$ cat src/rtl/addr_patch_pkg.sv
package addr_patch_pkg;
    localparam int ADDR_W  = 24;
    localparam int OPC_W   = 8;
    localparam int NUM_CMP = 2;
    localparam int SEL_W   = 2;

    typedef logic [ADDR_W-1:0] addr_t;
    typedef logic [OPC_W-1:0]  opc_t;

    typedef enum logic [SEL_W-1:0] {
        SEL_CTRL = 2'd0,
        SEL_ADR0 = 2'd1,
        SEL_ADR1 = 2'd2,
        SEL_NONE = 2'd3
    } reg_sel_e;

    typedef struct packed {
        logic [NUM_CMP-1:0]      en;
        addr_t [NUM_CMP-1:0]     adr;
    } patch_cfg_t;

    // Select code that addresses trap register idx
    function automatic reg_sel_e adr_sel(input int idx);
        return reg_sel_e'(idx + 1);
    endfunction

    // Control register image with reserved bits forced low
    function automatic addr_t ctrl_image(input logic [NUM_CMP-1:0] en);
        addr_t v;
        v = '0;
        v[NUM_CMP-1:0] = en;
        return v;
    endfunction
endpackage

$ cat src/rtl/addr_patch_regs.sv
module addr_patch_regs
    import addr_patch_pkg::*;
(
    input  logic             clk,
    input  logic             rst,
    input  logic             we,
    input  logic [SEL_W-1:0] sel,
    input  addr_t            wdata,
    output addr_t            rdata,
    output patch_cfg_t       cfg
);
    reg_sel_e sel_e;
    assign sel_e = reg_sel_e'(sel);

    always_ff @(posedge clk) begin
        if (rst) begin
            cfg <= '0;
        end else if (we) begin
            if (sel_e == SEL_CTRL)
                cfg.en <= wdata[NUM_CMP-1:0];
            for (int i = 0; i < NUM_CMP; i++)
                if (sel_e == adr_sel(i))
                    cfg.adr[i] <= wdata;
        end
    end

    always_comb begin
        rdata = '0;
        if (sel_e == SEL_CTRL)
            rdata = ctrl_image(cfg.en);
        for (int i = 0; i < NUM_CMP; i++)
            if (sel_e == adr_sel(i))
                rdata = cfg.adr[i];
    end


    rsvd_zero_chk: assert property (@(posedge clk) disable iff (rst)
        (sel_e == SEL_CTRL) |-> (rdata[ADDR_W-1:NUM_CMP] == '0));


    none_sel_chk: assert property (@(posedge clk) disable iff (rst)
        (sel_e == SEL_NONE) |-> (rdata == '0));


    none_write_chk: assert property (@(posedge clk) disable iff (rst)
        ($past(we) && $past(sel_e) == SEL_NONE && !$past(rst)) |-> $stable(cfg));
endmodule

$ cat src/rtl/addr_patch_latch.sv
module addr_patch_latch
    import addr_patch_pkg::*;
(
    input  logic  clk,
    input  logic  rst,
    input  logic  vld,
    input  addr_t addr_in,
    output addr_t addr_q
);
    always_ff @(posedge clk) begin
        if (rst)
            addr_q <= '0;
        else if (vld)
            addr_q <= addr_in;
    end


    hold_when_idle_chk: assert property (@(posedge clk) disable iff (rst)
        (!$past(vld) && !$past(rst)) |-> $stable(addr_q));
endmodule

$ cat src/rtl/addr_patch_cmp.sv
module addr_patch_cmp
    import addr_patch_pkg::*;
(
    input  logic  clk,
    input  logic  rst,
    input  addr_t cur_addr,
    input  addr_t trap_addr,
    input  logic  en,
    output logic  hit
);
    logic eq;
    assign eq  = (cur_addr == trap_addr);
    assign hit = en & eq;


    hit_needs_en_chk: assert property (@(posedge clk) disable iff (rst)
        hit |-> en);


    hit_needs_eq_chk: assert property (@(posedge clk) disable iff (rst)
        hit |-> (cur_addr == trap_addr));
endmodule

$ cat src/rtl/addr_patch_top.sv
module addr_patch_top
    import addr_patch_pkg::*;
#(
    parameter logic [7:0] TRAP_OPC = 8'hE9
) (
    input  logic        clk,
    input  logic        rst,
    input  logic        reg_we,
    input  logic [1:0]  reg_sel,
    input  logic [23:0] reg_wdata,
    output logic [23:0] reg_rdata,
    input  logic [23:0] bus_addr,
    input  logic        bus_addr_vld,
    input  logic [7:0]  opc_in,
    output logic [7:0]  opc_out,
    output logic [1:0]  hit
);
    patch_cfg_t cfg;
    addr_t      cur_addr;
    logic [NUM_CMP-1:0] hit_vec;

    addr_patch_regs u_regs (
        .clk   (clk),
        .rst   (rst),
        .we    (reg_we),
        .sel   (reg_sel),
        .wdata (reg_wdata),
        .rdata (reg_rdata),
        .cfg   (cfg)
    );

    addr_patch_latch u_latch (
        .clk     (clk),
        .rst     (rst),
        .vld     (bus_addr_vld),
        .addr_in (bus_addr),
        .addr_q  (cur_addr)
    );

    for (genvar g = 0; g < NUM_CMP; g++) begin : g_cmp
        addr_patch_cmp u_cmp (
            .clk       (clk),
            .rst       (rst),
            .cur_addr  (cur_addr),
            .trap_addr (cfg.adr[g]),
            .en        (cfg.en[g]),
            .hit       (hit_vec[g])
        );
    end

    assign hit     = hit_vec;
    assign opc_out = (|hit_vec) ? opc_t'(TRAP_OPC) : opc_in;


    trap_on_hit_chk: assert property (@(posedge clk) disable iff (rst)
        (|hit) |-> (opc_out == TRAP_OPC));


    pass_on_miss_chk: assert property (@(posedge clk) disable iff (rst)
        (hit == 2'b00) |-> (opc_out == opc_in));


    reset_quiet_chk: assert property (@(posedge clk)
        $past(rst) |-> (hit == 2'b00));
endmodule

$ cat config.mk
export PLATFORM = sky130hd
export DESIGN_NAME = addr_patch_top
export DESIGN_NICKNAME = d
export VERILOG_FILES = /design/src/rtl/addr_patch_pkg.sv /design/src/rtl/addr_patch_regs.sv /design/src/rtl/addr_patch_latch.sv /design/src/rtl/addr_patch_cmp.sv /design/src/rtl/addr_patch_top.sv
export SDC_FILE = /design/constraint.sdc
export NUM_CORES = 1
export LEC_CHECK = 0
export BUFFER_PORTS_ARGS = -buffer_cell sky130_fd_sc_hd__clkbuf_2
export CAP_MARGIN = 25
export CORE_UTILIZATION = 40
export CTS_CLUSTER_SIZE = 40
export DETAILED_ROUTE_END_ITERATION = 8
export GPL_TIMING_DRIVEN = 0
export PLACE_DENSITY = 0.7
export SLEW_MARGIN = 20
export SYNTH_ARGS = -nofsm -noshare
export SYNTH_HDL_FRONTEND = slang
export SYNTH_SLANG_ARGS = --single-unit
$ cat constraint.sdc
create_clock -name clk -period 4 [get_ports clk]
set_input_delay 0 -clock clk [delete_from_list [all_inputs] [get_ports clk]]
set_output_delay 0 -clock clk [all_outputs]
set_load 0.1 [all_outputs]
# Word-level counts from Yosys, hierarchy flattened
# Cells that the tools add are included.
[totals]
output_inout_bits = 34
rom_bits = 0
input_bits = 62
mem_bits_rw = 0
register_bits = 74
n_memories = 0
latch_bits = 0
elab_cells = 19
[op_classes]
bitwise_logic = 2
div = 0
muxes = 4
eq_ne = 4
mul = 0
add_sub_neg = 0
shift = 0
reduce_logical = 5
magnitude_cmp = 0
[op_table]
columns = ["cell", "n"]
rows = [
  ["$eq 24x24->1", 2],
  ["$mux 24", 2],
  ["$mux 8", 1],
  ["$reduce_and 2->1", 3],
  ["$and 1x1->1", 2],
  ["$eq 2x1->1 const B", 1],
  ["$eq 2x2->1 const B", 1],
  ["$logic_not 2->1", 1],
  ["$mux 2", 1],
  ["$reduce_or 2->1", 1],
]

# Longest topological paths before layout
# Gate-level depths: netlist of run 1.
[logic_depth]
ltp_word = 4
mapped_depth = 7
ltp_nobuf = 5

# Hierarchy
# A second synthesis of run 1 with hierarchy kept.
[unflattened]
cells_unflattened = 378
hier_area_um2 = 3852.4
[modules_own_cells]
columns = ["mod", "n_inst", "seq_area_each_um2", "area_per_inst_um2", "cells_per_inst"]
rows = [
  ["addr_patch_regs", 1, 1001.0, 2391.0, 227],
  ["addr_patch_latch", 1, 480.5, 869.6, 77],
  ["addr_patch_cmp", 2, 0.0, 269.0, 33],
  ["addr_patch_top", 1, 0.0, 53.8, 8],
]

# Least setup slack after synthesis of run 1
# No wires, ideal clock.
[synth_timing]
kind = "register to output"
startpoint = "register u_regs.cfg[25] (netlist name)"
endpoint = "output reg_rdata[1]"
t_required_ps = 4000
setup_slack_ps = 1481
path_buffers = 0
path_stages_with_launch = 3
arrival_time_ps = 2519
cell_sequence = "dfxtp_1 > mux2i_1 > o21ai_0"
[synth_via]
elab_chain_len = 1
[synth_lines]
columns = ["item", "line_no", "rtl"]
rows = [
  ["$mux 24", "addr_patch_regs.sv:32", "if (sel_e == adr_sel(i))"],
  ["to (decl)", "addr_patch_top.sv:11", "output logic [23:0] reg_rdata,"],
]
# No other way between the ends.

# Worst setup path after layout of run 1
[layout_timing]
startpoint = "register u_latch.addr_q[6]"
endpoint = "output hit[1]"
[layout_via]
elab_chain_len = 2
[layout_lines]
columns = ["item", "line_no", "rtl"]
rows = [
  ["from (decl)", "addr_patch_latch.sv:8", "output addr_t addr_q"],
  ["from (signal assigned)", "addr_patch_latch.sv:14", "addr_q <= addr_in;"],
  ["$eq 24x24->1", "addr_patch_cmp.sv:12", "assign eq = (cur_addr == trap_addr);"],
  ["$and 1x1->1", "addr_patch_cmp.sv:13", "assign hit = en & eq;"],
  ["to (decl)", "addr_patch_top.sv:16", "output logic [1:0] hit"],
]
# No other way between the ends.

==> results of run 1 <==
## synth_stat cells, drive strengths merged
library cell,number
a21oi,48
a22o,22
a22oi,1
and2,5
and2b,1
and3,1
and3b,2
and4,2
and4b,1
buf,10
clkbuf,18
dfxtp,74
mux2i,28
nand2,105
nand2b,5
nand4,7
nor2,29
nor2b,1
nor3,3
nor3b,2
nor4,9
o21ai,2
or2,1
or3b,3
xnor2,26
xor2,22
## layer usage
layer  track usage [%]  part of all wire (%)
met1              29.8                    43
met2              41.5                    48
met3              4.42                   6.3
met4              13.7                   3.2
met5                 0                     0
## worst min path at each step
stage                     slack [ns]           from                 end  cells past startpoint
after floorplan                 0.14  reg_wdata[13]      u_regs.cfg[13]                      2
after global placement          0.23   bus_addr[10]  u_latch.addr_q[10]                      3
after detailed placement        0.24   bus_addr[13]  u_latch.addr_q[13]                      3
after CTS                       0.06            rst       u_regs.cfg[1]                      2
after global routing            0.08     reg_sel[0]      u_regs.cfg[48]                      4
final                           0.06            rst      u_regs.cfg[23]                      2
## power by group
| group | switching (mW) | internal (mW) |
|---|---|---|
| Clock | 0.281 | 0.401 |
| Sequential | 0.0323 | 0.767 |
| Combinational | 0.209 | 0.136 |
## critical path, delay by kind of cell, from the launching register on
kind / cells / cell delay [ns]
simple gates: 4 / 1.16
flops: 1 / 0.35
xor+xnor: 1 / 0.26
buf+inv: 2 / 0.55
## layout make-up
type	instances	area [µm²]	area share, %
Clock buffer	12	165	3.39
Clock inverter	4	72.6	1.49
Sequential cell	74	1480	30.4
Timing Repair Buffer	141	946	19.4
Multi-Input combinational cell	326	1950	40.0
Buffer	28	123	2.52
Tap cell	108	135	2.77
## kinds of logic after synthesis
kind of cell | Yosys count | synth area share, %
xor+xnor | 48 | 11.8
flops | 74 | 41.7
mux | 28 | 7.89
simple gates | 177 | 22.3
compound gates | 73 | 12.8
buf+inv | 28 | 3.45
## state kept, by name, summed over array words and instances (netlist names)
register and cells:
u_latch.addr_q 24, u_regs.cfg 50
## layout by cell type, fill, tap and decap left out, types with 18 or more instances in the layout
master | netlist | final
xor2_1 | 22 | 22
nor2_1 | 29 | 29
a22o_1 | 22 | 22
xnor2_1 | 26 | 26
clkbuf_2 | 0 | 93
nand2_1 | 105 | 105
mux2i_1 | 28 | 28
clkbuf_1 | 18 | 18
dfxtp_1 | 74 | 74
a21oi_1 | 48 | 48
dlygate4sd3_1 | 0 | 48
==> qor.csv, run 1 <==
stage;metric;value;unit
status;status;finished, final reports clean;
layout;Finished Core Util;56.1;%
global_route;antenna violations before repair;0;
critical_path;slowest cell on the critical path;clkbuf_2;
synth;#FFs+latches synth;74;
route;Antenna Nets Post-Route;0;
synth;count of cell types in the netlist;28;
route;1st-iter DRT viols;130;
critical_path;Worst Path Max Fanout;3;
sta;Least-Margin Pin Slew;0.675;ns
synth;cell accounting for the most synthesized area;dfxtp_1;
clock_tree;Clock Sinks;74;
global_route;pin count of the biggest net entering global routing;13;
route;via count;3595;
clock_tree;H-tree Lvls;3;
global_route;global route overflow;0;
placed_design;DP HPWL;7.89;mm
synth;synth warn;0;
sta;fin crit share;66.6;%
placed_design;routability cong.;0.990;
layout;Area Growth Syn to Fin;37.1;%
sta;Final Hold Vio Count;0;
synth;Syn Std Cell Area;3550;µm²
layout;Nets;642;
synth;Seq/Total Area, Yosys;41.7;%
clock_tree;Hold-fix buffers, CTS;48;
job;Max Cap Violations;0;
critical_path;Critical R2R Capture;u_regs.cfg[3];
sta;slew margin rel.;55.0;%
synth;Mapped Cells;428;
power_and_ir_drop;pwr dens;375;nW/µm²
layout;Fillers;846;
global_route;vias in the first global route;3514;
worst_hold_path;hold crit path type;in -> reg;
clock_tree;CTS resizes;0;
die;Initial Util;40.9;%
critical_path;startpoint class of the critical path;register;
sta;skew final;0;ns
critical_path;Cell Chain, Critical Path;xnor2_1 -> nand2_1 -> or3b_1 -> nor4_1 -> and4_1 -> buf_4 -> clkbuf_2;
clock_tree;Worst-path clk slew;0.08;ns
critical_path;crit end category;primary output;
route;# DRC;0;
synth;top post-synthesis cells by area;dfxtp_1, nand2_1, mux2i_1, a21oi_1, xnor2_1;
placed_design;Placement Setup Slack;1.81;ns
placed_design;PortBufs;93;
clock_tree;Num CTS Buffers;9;
die;Top-Level Pins;96;
route;Pre-antenna DRT Iters;5;
clock_tree;clock buffer depth;2;
power_and_ir_drop;total power;1.83;mW
die;FP Rows;34;
die;Core ar.;8680;µm²
sta;setup ws final;1.33;ns
sta;WHS;0.0630;ns
global_route;first-pass GRT wire length;16.6;mm
sta;final-report setup violation count;0;
die;die area;9260;µm²
critical_path;setup slack, reg-to-reg;3.32;ns
sta;Final min period;2.67;ns
sta;final count of pins violating max slew;0;
critical_path;CP arrival;2.67;ns
synth;Post-Syn Nets;490;
synth;Post-Syn Area per Cell;8.30;µm²
die;height of the chip;96.3;µm
sta;post-route setup TNS;0;ns
critical_path;worst reg2reg path depth;2;
die;Die Wd;96.3;µm
route;Total Wirelength;11.0;mm
critical_path;worst setup path end;hit[1];
clock_tree;Root Buffer;clkbuf_8;
clock_tree;postcts setup bufs;0;
layout;Post-Layout Cell Count;693;
power_and_ir_drop;Peak VDD IR;0.202;mV
placed_design;Cell Count Post-Placement;629;
critical_path;biggest cell delay along the critical path;0.44;ns
critical_path;worst r2r src;u_regs.cfg[3];
route;Wirelength per Cell;15.8;µm
route;detailed-route vias per instance;5.19;
power_and_ir_drop;Leak Pwr;2.15;nW
layout;ANT cells;0;
global_route;All-Layer GR Usage;24.7;%
layout;fin area;4870;µm²
synth;Synth top area share;41.7;%
sta;Fmax;375;MHz
layout;share of cells above drive strength 1;20.7;%
sta;RSZ-0062 raised after global routing;no;
clock_tree;CTS tree;built;
placed_design;placement-stage cell area;4150;µm²
critical_path;CP required;4.00;ns
critical_path;crit path launch;u_latch.addr_q[6];
critical_path;WS Path Type;reg -> out;
clock_tree;clock latency at the later pin of the worst-skew pair;0.35;ns
Power figures use the tool's default switching activity.
==> inputs of run 2 (changes only) <==
--- a/config.mk
+++ b/config.mk
@@ -5,6 +5,7 @@
 export SDC_FILE = /design/constraint.sdc
 export NUM_CORES = 1
 export LEC_CHECK = 0
+export ABC_AREA = 1
 export BUFFER_PORTS_ARGS = -buffer_cell sky130_fd_sc_hd__clkbuf_2
 export CAP_MARGIN = 25
 export CORE_UTILIZATION = 40
==> constraint.sdc (replaced) <==
create_clock -name clk -period 2.42 [get_ports clk]
set_input_delay 0 -clock clk [delete_from_list [all_inputs] [get_ports clk]]
set_output_delay 0 -clock clk [all_outputs]
set_load 0.1 [all_outputs]
==> run 2 against run 1 <==
Clock power is 58% higher. Final area is 14% higher. Synthesized cell count is 38% higher. Utilization is 1.8 points lower. Non-clock buffer count is 3 higher. Combinational power is 140% higher. Via count is 27% higher. First-iteration DRC count is 140% higher. Highest routed layer unchanged. Die area is 18% higher. Synthesized area is 18% higher. Clock skew stayed put.
==> qor.csv, run 2 <==
stage;metric;value;unit;change
layout;Largest Register;u_regs.cfg;;unchanged
global_route;All-Layer GR Usage;27.8;%;was 24.7%
critical_path;worst r2r src;u_latch.addr_q[22];;was u_regs.cfg[3]
critical_path;Worst Path Max Fanout;3;;unchanged
layout;most frequent cells in the layout;nand2_1, nor2_1, clkbuf_2;;was nand2_1, clkbuf_2, dfxtp_1
power_and_ir_drop;pwr dens;584;nW/µm²;was 375 nW/µm²
route;wl on met1;6.73;mm;was 4.67 mm
power_and_ir_drop;Internal;2.14;mW;was 1.30 mW
critical_path;crit path launch;u_latch.addr_q[9];;was u_latch.addr_q[6]
sta;fin crit share;92.1;%;
placed_design;DP HPWL;11.5;mm;was 7.89 mm
synth;Post-Syn Nets;653;;was 490
clock_tree;Worst-path clk slew;0.08;ns;about the same
route;# DRC;0;;unchanged
sta;slew margin rel.;54.8;%;was 55.0%
route;Wirelength per Cell;17.0;µm;was 15.8 µm
synth;Syn Std Cell Area;4200;µm²;was 3550 µm²
global_route;global route overflow;0;;unchanged
die;Core ar.;10200;µm²;was 8680 µm²
route;met3 routed WL;838;µm;was 685 µm
synth;Mapped Cells;591;;was 428
critical_path;crit end category;primary output;;unchanged
global_route;pin count of the biggest net entering global routing;14;;was 13
sta;Fmax;449;MHz;
global_route;antenna violations before repair;0;;unchanged
sta;final-report setup violation count;0;;unchanged
power_and_ir_drop;Sw Pwr;1.11;mW;was 523 µW
synth;ys async rst share;0;%;unchanged
layout;Post-Layout Cell Count;887;;was 693
placed_design;Cell Count Post-Placement;821;;was 629
power_and_ir_drop;Peak VDD IR;0.367;mV;was 0.202 mV
clock_tree;clock latency at the later pin of the worst-skew pair;0.34;ns;was 0.35 ns
critical_path;CP arrival;2.23;ns;was 2.67 ns
sta;skew final;0;ns;unchanged
job;Max Cap Violations;0;;unchanged
layout;ANT cells;0;;unchanged
sta;Final Hold Vio Count;0;;unchanged
sta;setup ws final;0.191;ns;was 1.33 ns
placed_design;Placement Setup Slack;0.575;ns;was 1.81 ns
layout;Nets;808;;was 642
die;die area;10900;µm²;was 9260 µm²
sta;Least-Margin Pin Slew;0.679;ns;was 0.675 ns
synth;Post-Syn Area per Cell;7.10;µm²;was 8.30 µm²
power_and_ir_drop;Leak Pwr;2.51;nW;was 2.15 nW
sta;post-route setup TNS;0;ns;unchanged
layout;FF/Latch Area;1480;µm²;unchanged
critical_path;CP required;2.42;ns;was 4.00 ns
synth;top post-synthesis cells by area;dfxtp_1, a211oi_2, nand2_1, nor2_1, inv_1;;was dfxtp_1, nand2_1, mux2i_1, a21oi_1, xnor2_1
route;Pre-antenna DRT Iters;5;;unchanged
synth;#FFs+latches synth;74;;unchanged
layout;Largest regs;u_regs.cfg: 50 flops, u_latch.addr_q: 24 flops;;unchanged
route;detailed-route vias per instance;5.15;;was 5.19
synth;Synth top area share;35.3;%;was 41.7%
clock_tree;Num CTS Buffers;9;;unchanged
synth;ys flop type;dfxtp_1;;unchanged
sta;RSZ-0062 raised after global routing;no;;unchanged
power_and_ir_drop;total power;3.24;mW;was 1.83 mW
layout;Fillers;977;;was 846
clock_tree;Root Buffer;clkbuf_8;;unchanged
worst_hold_path;hold crit path type;in -> reg;;unchanged
placed_design;placement-stage cell area;4840;µm²;was 4150 µm²
synth;cell accounting for the most synthesized area;dfxtp_1;;unchanged
clock_tree;Clock Sinks;74;;unchanged
route;met2 WL post-DR;7.05;mm;was 5.25 mm
placed_design;PortBufs;94;;was 93
clock_tree;CTS tree;built;;unchanged
sta;Final min period;2.23;ns;
power_and_ir_drop;part of the power in the clock network;33.3;%;was 37.4%
layout;Largest register FFs;50;;unchanged
clock_tree;clock buffer depth;2;;unchanged
layout;commonest non-fill, non-tap cell in the layout;nand2_1;;unchanged
worst_hold_path;HP Start;reg_we;;was rst
clock_tree;H-tree Lvls;3;;unchanged
status;status;finished, final reports clean;;unchanged
critical_path;startpoint class of the critical path;register;;unchanged
route;Top Layer Used;met4;;unchanged
global_route;vias in the first global route;4437;;was 3,514
synth;Seq/Total Area, Yosys;35.3;%;was 41.7%
synth;synth warn;0;;unchanged
power_and_ir_drop;Seq pwr share;41.3;%;was 43.8%
synth;Post-synth top cells;nand2_1, nor2_1, inv_1;;was nand2_1, dfxtp_1, a21oi_1
synth;Post-synth EDFFs;0;;unchanged
synth;most frequent cell after synthesis;nand2_1;;unchanged
layout;footprint of the multi-input gates;2230;µm²;was 1950 µm²
layout;fin area;5560;µm²;was 4870 µm²
power_and_ir_drop;Combinational Power Share;25.3;%;was 18.9%
route;Total Wirelength;15.1;mm;was 11.0 mm
route;1st-iter DRT viols;314;;was 130
die;Top-Level Pins;96;;unchanged
die;height of the chip;104;µm;was 96.3 µm
placed_design;routability cong.;0.929;;was 0.990
sta;final count of pins violating max slew;0;;unchanged
critical_path;WS Path Type;reg -> out;;unchanged
synth;count of cell types in the netlist;30;;was 28
die;Initial Util;41.0;%;was 40.9%
die;Die Wd;104;µm;was 96.3 µm
clock_tree;postcts setup bufs;0;;unchanged
layout;share of cells above drive strength 1;24.4;%;was 20.7%
route;via count;4565;;was 3,595
die;FP Rows;37;;was 34
power_and_ir_drop;Sw Ratio;34.1;%;was 28.6%
route;Antenna Nets Post-Route;0;;unchanged
global_route;first-pass GRT wire length;23.2;mm;was 16.6 mm
layout;Area Growth Syn to Fin;32.4;%;was 37.1%
-- run 2: cell types whose count changed after synthesis, sizes merged, moves of 15 or more --
cell / previous run / this run
inv: 0 / 86
o22ai: 0 / 22
a22o: 22 / 0
nor2: 29 / 113
mux2i: 28 / 0
a211oi: 0 / 70
nand2: 105 / 131
a21oi: 48 / 4
nand3: 0 / 15
xnor2: 26 / 2
-- run 2: cell families after synthesis --
kind of cell    synth area share, %
simple gates                   27.9
buf+inv                        11.7
compound gates                 23.1
flops                          35.3
xor+xnor                       2.09
-- run 2: power by group through the flow --
stage               Combinational [mW]  Sequential [mW]  Clock, mW
floorplan                        0.538             1.35          0
global placement                 0.741             1.36          0
detailed placement               0.748             1.37          0
CTS                              0.813             1.34       1.09
global route                     0.884             1.35       1.14
finish                           0.821             1.34       1.08
-- run 2: final cells by class --
type / instances / share of cell area, %
multi-input combinational: 403 / 40.1
tap: 136 / 3.06
clock buffer: 9 / 2.23
clock inverter: 7 / 1.69
buffer: 28 / 3.02
inverter: 86 / 5.81
sequential: 74 / 26.7
timing repair buffer: 144 / 17.5
-- run 2: path summary, 6_finish.rpt --
check / depth (start not counted) / slack, ns / end
setup / recovery: 10 / 0.19 / hit[1]
hold / removal: 4 / 0.02 / u_regs.cfg[49]
setup reg to reg: 2 / 1.59 / u_latch.addr_q[22]
hold reg to reg: 2 / 0.51 / u_regs.cfg[40]
-- run 2: routing by layer --
metal,up-vias,GRT usage (%)
li1,2240,-
met1,2123,35.5
met2,166,47.1
met3,36,3.88
met4,0,11.2
met5,-,0
-- run 2: what timing repair did --
action	4_1_cts	5_1_grt
endpoints found under the setup margin	0	2
resized for setup	0	2
hold endpoints to repair	74	0
hold buffers	50	0
-- run 2: critical path: stages, from the launching register on --
cell	delay, ns
dfxtp_1	0.36
inv_1	0.08
nand2_1	0.16
o21ai_0	0.11
inv_1	0.06
nand3_1	0.06
nor3_1	0.24
nand3_1	0.11
nor2_1	0.16
buf_4	0.13
buf_2	0.41
-- run 2: stage by stage --
step	utilization (%)	hold slack, ns
3_3_place_gp	47.3	0.228
3_5_place_dp	47.3	0.239
2_1_floorplan	-	0.140
5_1_grt	54.3	0.0318
6_report	54.3	0.0178
4_1_cts	54.3	0.0120
